`src/rtl/funnel_pkg.sv`:
```
package funnel_pkg;

    typedef enum logic [1:0] {
        SH_LRIGHT = 2'b00,
        SH_ARIGHT = 2'b01,
        SH_ROTR   = 2'b10,
        SH_LLEFT  = 2'b11
    } shift_mode_e;

endpackage

```
`src/rtl/funnel_select.sv`:
```
module funnel_select
    import funnel_pkg::*;
#(
    parameter int WIDTH = 32,
    localparam int SHW  = $clog2(WIDTH),
    localparam int SAW  = SHW + 1
) (
    input  logic [WIDTH-1:0] opnd_i,
    input  logic [SHW-1:0]   amt_i,
    input  logic [1:0]       mode_i,
    output logic [WIDTH-1:0] hi_o,
    output logic [WIDTH-1:0] lo_o,
    output logic [SAW-1:0]   sa_o
);

    shift_mode_e mode_s;

    always_comb begin
        mode_s = shift_mode_e'(mode_i);
        hi_o   = '0;
        lo_o   = opnd_i;
        sa_o   = SAW'(amt_i);
        unique case (mode_s)
            SH_LRIGHT: begin
                hi_o = '0;
            end
            SH_ARIGHT: begin
                hi_o = {WIDTH{opnd_i[WIDTH-1]}};
            end
            SH_ROTR: begin
                hi_o = opnd_i;
            end
            SH_LLEFT: begin
                hi_o = opnd_i;
                lo_o = '0;
                sa_o = SAW'(WIDTH) - SAW'(amt_i);
            end
            default: begin
                hi_o = '0;
            end
        endcase
    end

    // The effective amount reaches the full width only for a left shift by zero
    always_comb begin
        if (sa_o[SHW]) begin
            AST_FULL_ONLY_LEFT0: assert (mode_s == SH_LLEFT && amt_i == '0);
        end
    end

endmodule

```
`src/rtl/funnel_level.sv`:
```
module funnel_level #(
    parameter int IN_W  = 33,
    parameter int STEP  = 1,
    localparam int OUT_W = IN_W - STEP
) (
    input  logic [IN_W-1:0]  din_i,
    input  logic             sel_i,
    output logic [OUT_W-1:0] dout_o
);

    always_comb begin
        if (sel_i) begin
            dout_o = din_i[STEP +: OUT_W];
        end else begin
            dout_o = din_i[0 +: OUT_W];
        end
    end

endmodule

```
`src/rtl/funnel_shifter.sv`:
```
module funnel_shifter
    import funnel_pkg::*;
#(
    parameter int WIDTH = 32,
    localparam int SHW  = $clog2(WIDTH),
    localparam int SAW  = SHW + 1,
    localparam int DW   = 2 * WIDTH - 1
) (
    input  logic [WIDTH-1:0] opnd_i,
    input  logic [SHW-1:0]   amt_i,
    input  logic [1:0]       mode_i,
    output logic [WIDTH-1:0] res_o
);

    logic [WIDTH-1:0] hi_s;
    logic [WIDTH-1:0] lo_s;
    logic [SAW-1:0]   sa_s;
    logic [DW-1:0]    word_s;

    funnel_select #(.WIDTH(WIDTH)) sel_i (
        .opnd_i (opnd_i),
        .amt_i  (amt_i),
        .mode_i (mode_i),
        .hi_o   (hi_s),
        .lo_o   (lo_s),
        .sa_o   (sa_s)
    );

    // Top bit of the upper word is only reachable by a full-width shift,
    // which takes the bypass path below.
    assign word_s = {hi_s[WIDTH-2:0], lo_s};

    // Levels from the largest step down, each trimming what later levels cannot reach
    for (genvar b = SHW - 1; b >= 0; b--) begin : g_lvl
        localparam int IN_W  = WIDTH + (1 << (b + 1)) - 1;
        localparam int OUT_W = WIDTH + (1 << b) - 1;
        logic [IN_W-1:0]  in_s;
        logic [OUT_W-1:0] stage_s;
        if (b == SHW - 1) begin : g_first
            assign in_s = word_s;
        end else begin : g_next
            assign in_s = g_lvl[b + 1].stage_s;
        end
        funnel_level #(.IN_W(IN_W), .STEP(1 << b)) lvl_i (
            .din_i  (in_s),
            .sel_i  (sa_s[b]),
            .dout_o (stage_s)
        );
    end

    always_comb begin
        if (sa_s[SHW]) begin
            res_o = hi_s;
        end else begin
            res_o = g_lvl[0].stage_s;
        end
    end

    // Result-versus-input checks
    always_comb begin
        if (mode_i == SH_LRIGHT && amt_i != '0) begin
            AST_LRIGHT_TOP_ZERO: assert (res_o[WIDTH-1] == 1'b0);
        end
        if (mode_i == SH_ARIGHT) begin
            AST_ARIGHT_SIGN_KEPT: assert (res_o[WIDTH-1] == opnd_i[WIDTH-1]);
        end
        if (mode_i == SH_ROTR) begin
            AST_ROTR_BITS_KEPT: assert ($countones(res_o) == $countones(opnd_i));
        end
        if (mode_i == SH_LLEFT) begin
            AST_LLEFT_LOW_ZERO: assert ((res_o & ((WIDTH'(1) << amt_i) - WIDTH'(1))) == '0);
        end
        if (mode_i == SH_LLEFT && amt_i == '0) begin
            AST_LLEFT_ZERO_PASS: assert (res_o == opnd_i);
        end
        if (mode_i != SH_LLEFT && amt_i == '0) begin
            AST_RIGHT_ZERO_PASS: assert (res_o == opnd_i);
        end
    end

endmodule

```
`config.mk`:
```
export PLATFORM = sky130hd
export DESIGN_NAME = funnel_shifter
export DESIGN_NICKNAME = d
export VERILOG_FILES = /design/src/rtl/funnel_pkg.sv /design/src/rtl/funnel_select.sv /design/src/rtl/funnel_level.sv /design/src/rtl/funnel_shifter.sv
export SDC_FILE = /design/constraint.sdc
export NUM_CORES = 1
export LEC_CHECK = 0
export BUFFER_PORTS_ARGS = -buffer_cell sky130_fd_sc_hd__buf_2
export CORE_ASPECT_RATIO = 2
export CORE_MARGIN = 2
export CORE_UTILIZATION = 30
export DETAILED_ROUTE_END_ITERATION = 10
export GPL_TIMING_DRIVEN = 0
export MAX_ROUTING_LAYER = met4
export PLACE_DENSITY = 0.47
export RECOVER_POWER = 100
export SLEW_MARGIN = 5
export SYNTH_ARGS = -nofsm -noshare
export SYNTH_HDL_FRONTEND = slang
export SYNTH_HIERARCHICAL = 1
export SYNTH_SLANG_ARGS = --single-unit
```
`constraint.sdc`:
```
create_clock -name vclk -period 4.04
set_input_delay 0.202 -clock vclk [all_inputs]
set_output_delay 0.202 -clock vclk [all_outputs]
set_load 0.01 [all_outputs]
```
==> run_results.csv, run 1 <==
group,metric,value,unit
critical_path,cpMaxStageDelayCell,"mux2_1",
critical_path,cp-end-kind,"output pin",
layout,final_area,4620,µm²
sta,hold_viol,0,
floorplan,fp.dieH,170,µm
yosys,syn_nets,406,
yosys,ys_warn_count,6,
layout,regArea,0,µm²
cts,cts_setup_buffers,0,
placement,hpwl,11.5,mm
global_routing,grt_use_total,0.178,
placement,place.gp.congestion,0.862,
layout,nClkBuffers,0,
layout,finish.utilization,0.344,
floorplan,fp-row-count,60,
global_routing,grt_start_max_net_pins,11,
yosys,seq_area_frac_synth,0,
critical_path,path_buf_inv,5,
placement,placed_cell_area,4660,µm²
layout,drive_above_1_share,0.712,
global_routing,antenna_found_initial,0,
power_and_ir_drop,p_leak,2.39,nW
route,routedWlPerCell,21.9,µm
route,drt-total-wl,12.9,mm
route,vias,2902,
critical_path,worstSetupPathDepth,14,
global_routing,grt_pass1_vias,3132,
cts,hold_buffers,0,
sta,rsz0062_at_grt,"false",
layout,nFillCells,1385,
route,ant_nets,0,
yosys,synth.largest_area_cell,"mux2_4",
critical_path,crit_top_cell,"mux2_4",
critical_path,path_cells,"buf_2 > inv_1 > ha_1 > nor3b_1 > o211ai_1 > clkbuf_2 > buf_6 > mux2_1 > mux2_4 > mux2_4 > mux2_1 > mux2_4 > mux2_4 > buf_2",
layout,syn_to_final_growth,12.5,%
sta,maxSlewHeadroom,0.760,
critical_path,cpLargestDelayFamily,"multiplexers",
sta,slew_viol_final,0,
floorplan,die_w,86.8,µm
critical_path,arrival,3460,ps
floorplan,ios,71,
route,routed_via_density,4.90,
layout,multi_input_area,3620,µm²
sta,finalSetupTns,0,ps
layout,antenna_cells,0,
critical_path,cpPeakStageDelay,370,ps
global_routing,grt_pass1_wl,19.0,mm
min_path,hold-path-cell-count,5,
global_routing,overflow,0,
yosys,ys_types,23,
critical_path,crit_type,"in -> out",
critical_path,worstSetupStartpointType,"input port",
status,status,"finished clean",
critical_path,crit_path_max_fanout,10,
yosys,yosys.cell_count.top_type,"mux2_4",
sta,max_freq,273,MHz
route,firstDrtPassIters,4,
floorplan,die_area,14700,µm²
floorplan,start_util,0.306,
power_and_ir_drop,ir_drop,79.3,µV
sta,worst_slew_pin_slew,358,ps
yosys,netlist_top_cells_area,"mux2_4 59%, mux2_2 16%, buf_12 5.8%",
sta,setup_violations,0,
yosys,synth_common_cells,"161 x mux2_4, 62 x nand2_1, 58 x mux2_2",
route,drt_iter0_markers,96,
yosys,netlist.area_leader.share,0.588,
yosys,syn_area,4110,µm²
sta,min_period,3660,ps
floorplan,fp.coreArea,13400,µm²
min_path,hold_class,"in -> out",
cts,post_cts_resized,0,
run,maxCapViolCount,0,
critical_path,cp.required,3840,ps
yosys,syn_avg_cell_area,11.2,µm²
layout,fin_nets,479,
yosys,postSynthCellCount,366,
placement,port_buffers,71,
layout,seq_cells,0,
sta,min_period_over_period,0.907,
route,post-route-drc-count,0,
power_and_ir_drop,power-per-cell-area,252,nW/µm²
## layer usage
metal	routed length (µm)	global-route usage
met1	4320	0.163
met2	7860	0.371
met3	208	0.00243
met4	554	0.0618
met5	0	-
## final timing paths
path / start / end / slack [ps]
max: amt_i[0] / res_o[30] / 380
min: opnd_i[30] / res_o[30] / 870
## metrics by stage
stage | total power, W | std cells | setup slack, ps | hold slack [ps]
after CTS | 0.00120 | 592 | 563 | 882
after detailed placement | 0.00120 | 592 | 567 | 883
final | 0.00117 | 592 | 375 | 870
after global placement | 0.00119 | 592 | 566 | 871
after floorplan | 0.000913 | 366 | 1080 | 644
after global routing | 0.00124 | 592 | 233 | 916
## cell usage in the layout, fill, tap and decap left out
| master | n |
|---|---|
| and2_1 | 32 |
| o21a_1 | 1 |
| mux2_2 | 55 |
| nand3b_4 | 1 |
| xnor2_1 | 2 |
| buf_8 | 1 |
| buf_12 | 12 |
| mux2_4 | 156 |
| buf_6 | 11 |
| buf_2 | 67 |
| or4_1 | 1 |
| buf_4 | 6 |
| ha_1 | 1 |
| o211ai_1 | 1 |
| nor3b_1 | 1 |
| mux2_1 | 8 |
| clkbuf_2 | 1 |
| nand2_4 | 1 |
| nor2_1 | 1 |
| o311ai_1 | 1 |
| nand2_1 | 62 |
| a21bo_1 | 1 |
| nand3b_1 | 2 |
| inv_1 | 2 |
| nand4bb_1 | 1 |
| clkbuf_1 | 9 |
## power by group
group	internal, W	switching, W
combinational	0.000698	0.000469
sequential	0	0
clock	0	0
total	0.000698	0.000469
## final cells by class
cell class,instances,area share
well taps,155,0.0419
inverters,2,0.00162
multi-input cells,328,0.784
plain buffers,36,0.0982
repair buffers,71,0.0744
## kinds of logic (layout without fill, tap and decap cells)
| family | after synthesis | after routing | synth area share |
|---|---|---|---|
| simple gates | 102 | 102 | 0.124 |
| compound gates | 4 | 4 | 0.00822 |
| mux | 219 | 219 | 0.747 |
| xor+xnor | 2 | 2 | 0.00426 |
| buf+inv | 38 | 109 | 0.114 |
| fa+ha+maj | 1 | 1 | 0.00304 |
No activity file was read; power rests on OpenSTA's default activity.
==> run 2, diff against run 1 <==
--- a/config.mk
+++ b/config.mk
@@ -8,11 +8,11 @@
 export BUFFER_PORTS_ARGS = -buffer_cell sky130_fd_sc_hd__buf_2
 export CORE_ASPECT_RATIO = 2
 export CORE_MARGIN = 2
-export CORE_UTILIZATION = 30
+export CORE_UTILIZATION = 60
 export DETAILED_ROUTE_END_ITERATION = 10
 export GPL_TIMING_DRIVEN = 0
 export MAX_ROUTING_LAYER = met4
-export PLACE_DENSITY = 0.47
+export PLACE_DENSITY = 0.84
 export RECOVER_POWER = 100
 export SLEW_MARGIN = 5
 export SYNTH_ARGS = -nofsm -noshare
==> run 2 against run 1 <==
Against the previous run:
- total power decreased by 1.7%
- non-clock buffer count unchanged
- worst setup slack improved by 21 ps
- sequential share of layout area unchanged
- critical path depth unchanged
- largest cell class unchanged
==> run_results.csv, run 2 (synthesized netlist as in run 1, its figures left out) <==
group,metric,value,unit
layout,regArea,0,µm²
layout,finish.utilization,0.685,
layout,nClkBuffers,0,
sta,fin_ws,396,ps
floorplan,fp.coreArea,6620,µm²
global_routing,grt_pass1_wl,16.5,mm
route,drt_iter0_markers,82,
run,maxCapViolCount,0,
min_path,hold_class,"in -> out",
global_routing,grt_use_total,0.284,
placement,port_buffers,71,
floorplan,ios,71,
critical_path,crit_top_cell,"mux2_4",
critical_path,crit_type,"in -> out",
placement,hpwl,9.34,mm
critical_path,path_cells,"buf_2 > inv_1 > ha_1 > nor3b_1 > o211ai_1 > buf_6 > clkbuf_2 > mux2_1 > mux2_2 > mux2_4 > mux2_4 > mux2_4 > mux2_4 > clkbuf_1",
power_and_ir_drop,p_sw_frac,0.392,
sta,rsz0062_at_grt,"false",
layout,seq_cells,0,
critical_path,cp.required,3840,ps
sta,min_period_over_period,0.902,
layout,final_common_cell,"mux2_4",
critical_path,arrival,3440,ps
route,post-route-drc-count,0,
power_and_ir_drop,p_leak,2.37,nW
sta,max_freq,274,MHz
critical_path,cpPeakStageDelay,390,ps
sta,maxSlewHeadroom,0.723,
power_and_ir_drop,power-per-cell-area,253,nW/µm²
cts,cts_setup_buffers,0,
sta,finalSetupTns,0,ps
critical_path,cpMaxStageDelayCell,"clkbuf_2",
global_routing,overflow,0,
floorplan,fp-row-count,42,
global_routing,grt_start_max_net_pins,11,
global_routing,grt_pass1_vias,3196,
floorplan,start_util,0.621,
sta,hold_viol,0,
power_and_ir_drop,seq_power_share,0,
cts,post_cts_resized,0,
power_and_ir_drop,switching_power,0.000449,W
route,routedWlPerCell,20.4,µm
layout,final_cell_mix,"159 x mux2_4, 62 x nand2_1, 59 x buf_2",
global_routing,antenna_found_initial,0,
power_and_ir_drop,ir_drop,130,µV
sta,worst_slew_pin_slew,416,ps
critical_path,crit_path_max_fanout,10,
sta,setup_violations,0,
route,firstDrtPassIters,4,
power_and_ir_drop,combPwrFrac,1.000,
sta,slew_viol_final,0,
route,routed_via_density,5.81,
cts,hold_buffers,0,
critical_path,worstSetupStartpointType,"input port",
floorplan,fp.dieH,121,µm
min_path,hold-path-cell-count,5,
layout,drive_above_1_share,0.705,
layout,nFillCells,580,
route,ant_nets,0,
power_and_ir_drop,p_clk_frac,0,
layout,fin_nets,479,
floorplan,die_area,7570,µm²
layout,syn_to_final_growth,10.3,%
floorplan,die_w,62.5,µm
power_and_ir_drop,p_int,0.000697,W
placement,dp_slack,610,ps
status,status,"finished clean",
placement,place.gp.congestion,0.981,
route,vias,3050,
sta,min_period,3640,ps
route,drt-total-wl,10.7,mm
sta,hold_ws,863,ps
critical_path,cp-end-kind,"output pin",
layout,antenna_cells,0,
layout,multi_input_area,3640,µm²
==> run 2: cell count changes in the layout (fill, tap and decap cells not counted), sizes merged <==
cell	change
buf	-9
clkbuf	+9
==> run 2: final timing paths <==
path | from | to
worst max-delay path | amt_i[0] | res_o[9]
worst min-delay path | opnd_i[30] | res_o[30]
==> run 2: area by class of cell <==
| cell class | count | area share |
|---|---|---|
| timing repair buffer | 71 | 0.0737 |
| tap | 88 | 0.0243 |
| multi-input combinational | 328 | 0.802 |
| inverter | 2 | 0.00166 |
| buffer | 36 | 0.0988 |
==> run 2: critical path, delay by kind of cell <==
kind            cells  cell delay, ps
buf+inv             5             870
mux                 6            1790
compound gates      1             230
fa+ha+maj           1             200
simple gates        1             140
==> run 2: metrics by stage <==
step / power (W) / cell area (µm²) / instances
2_1_floorplan: 0.000913 / 4110 / 366
3_3_place_gp: 0.00114 / 4580 / 525
5_1_grt: 0.00121 / 4540 / 525
3_5_place_dp: 0.00116 / 4580 / 525
6_report: 0.00115 / 4540 / 525
4_1_cts: 0.00116 / 4580 / 525
==> run 2: power by group through the flow <==
stage                     Combinational [W]  Sequential (W)  Clock [W]
final                               0.00115               0          0
after global placement              0.00114               0          0
after floorplan                    0.000913               0          0
after global routing                0.00121               0          0
after CTS                           0.00116               0          0
after detailed placement            0.00116               0          0
==> run 2: layer usage <==
metal,vias up,part of all wire,global-route usage
met5,-,0,-
met1,1449,0.34,0.259
met4,0,0.059,0.142
met2,106,0.57,0.580
met3,45,0.030,0.0139
li1,1450,-,-
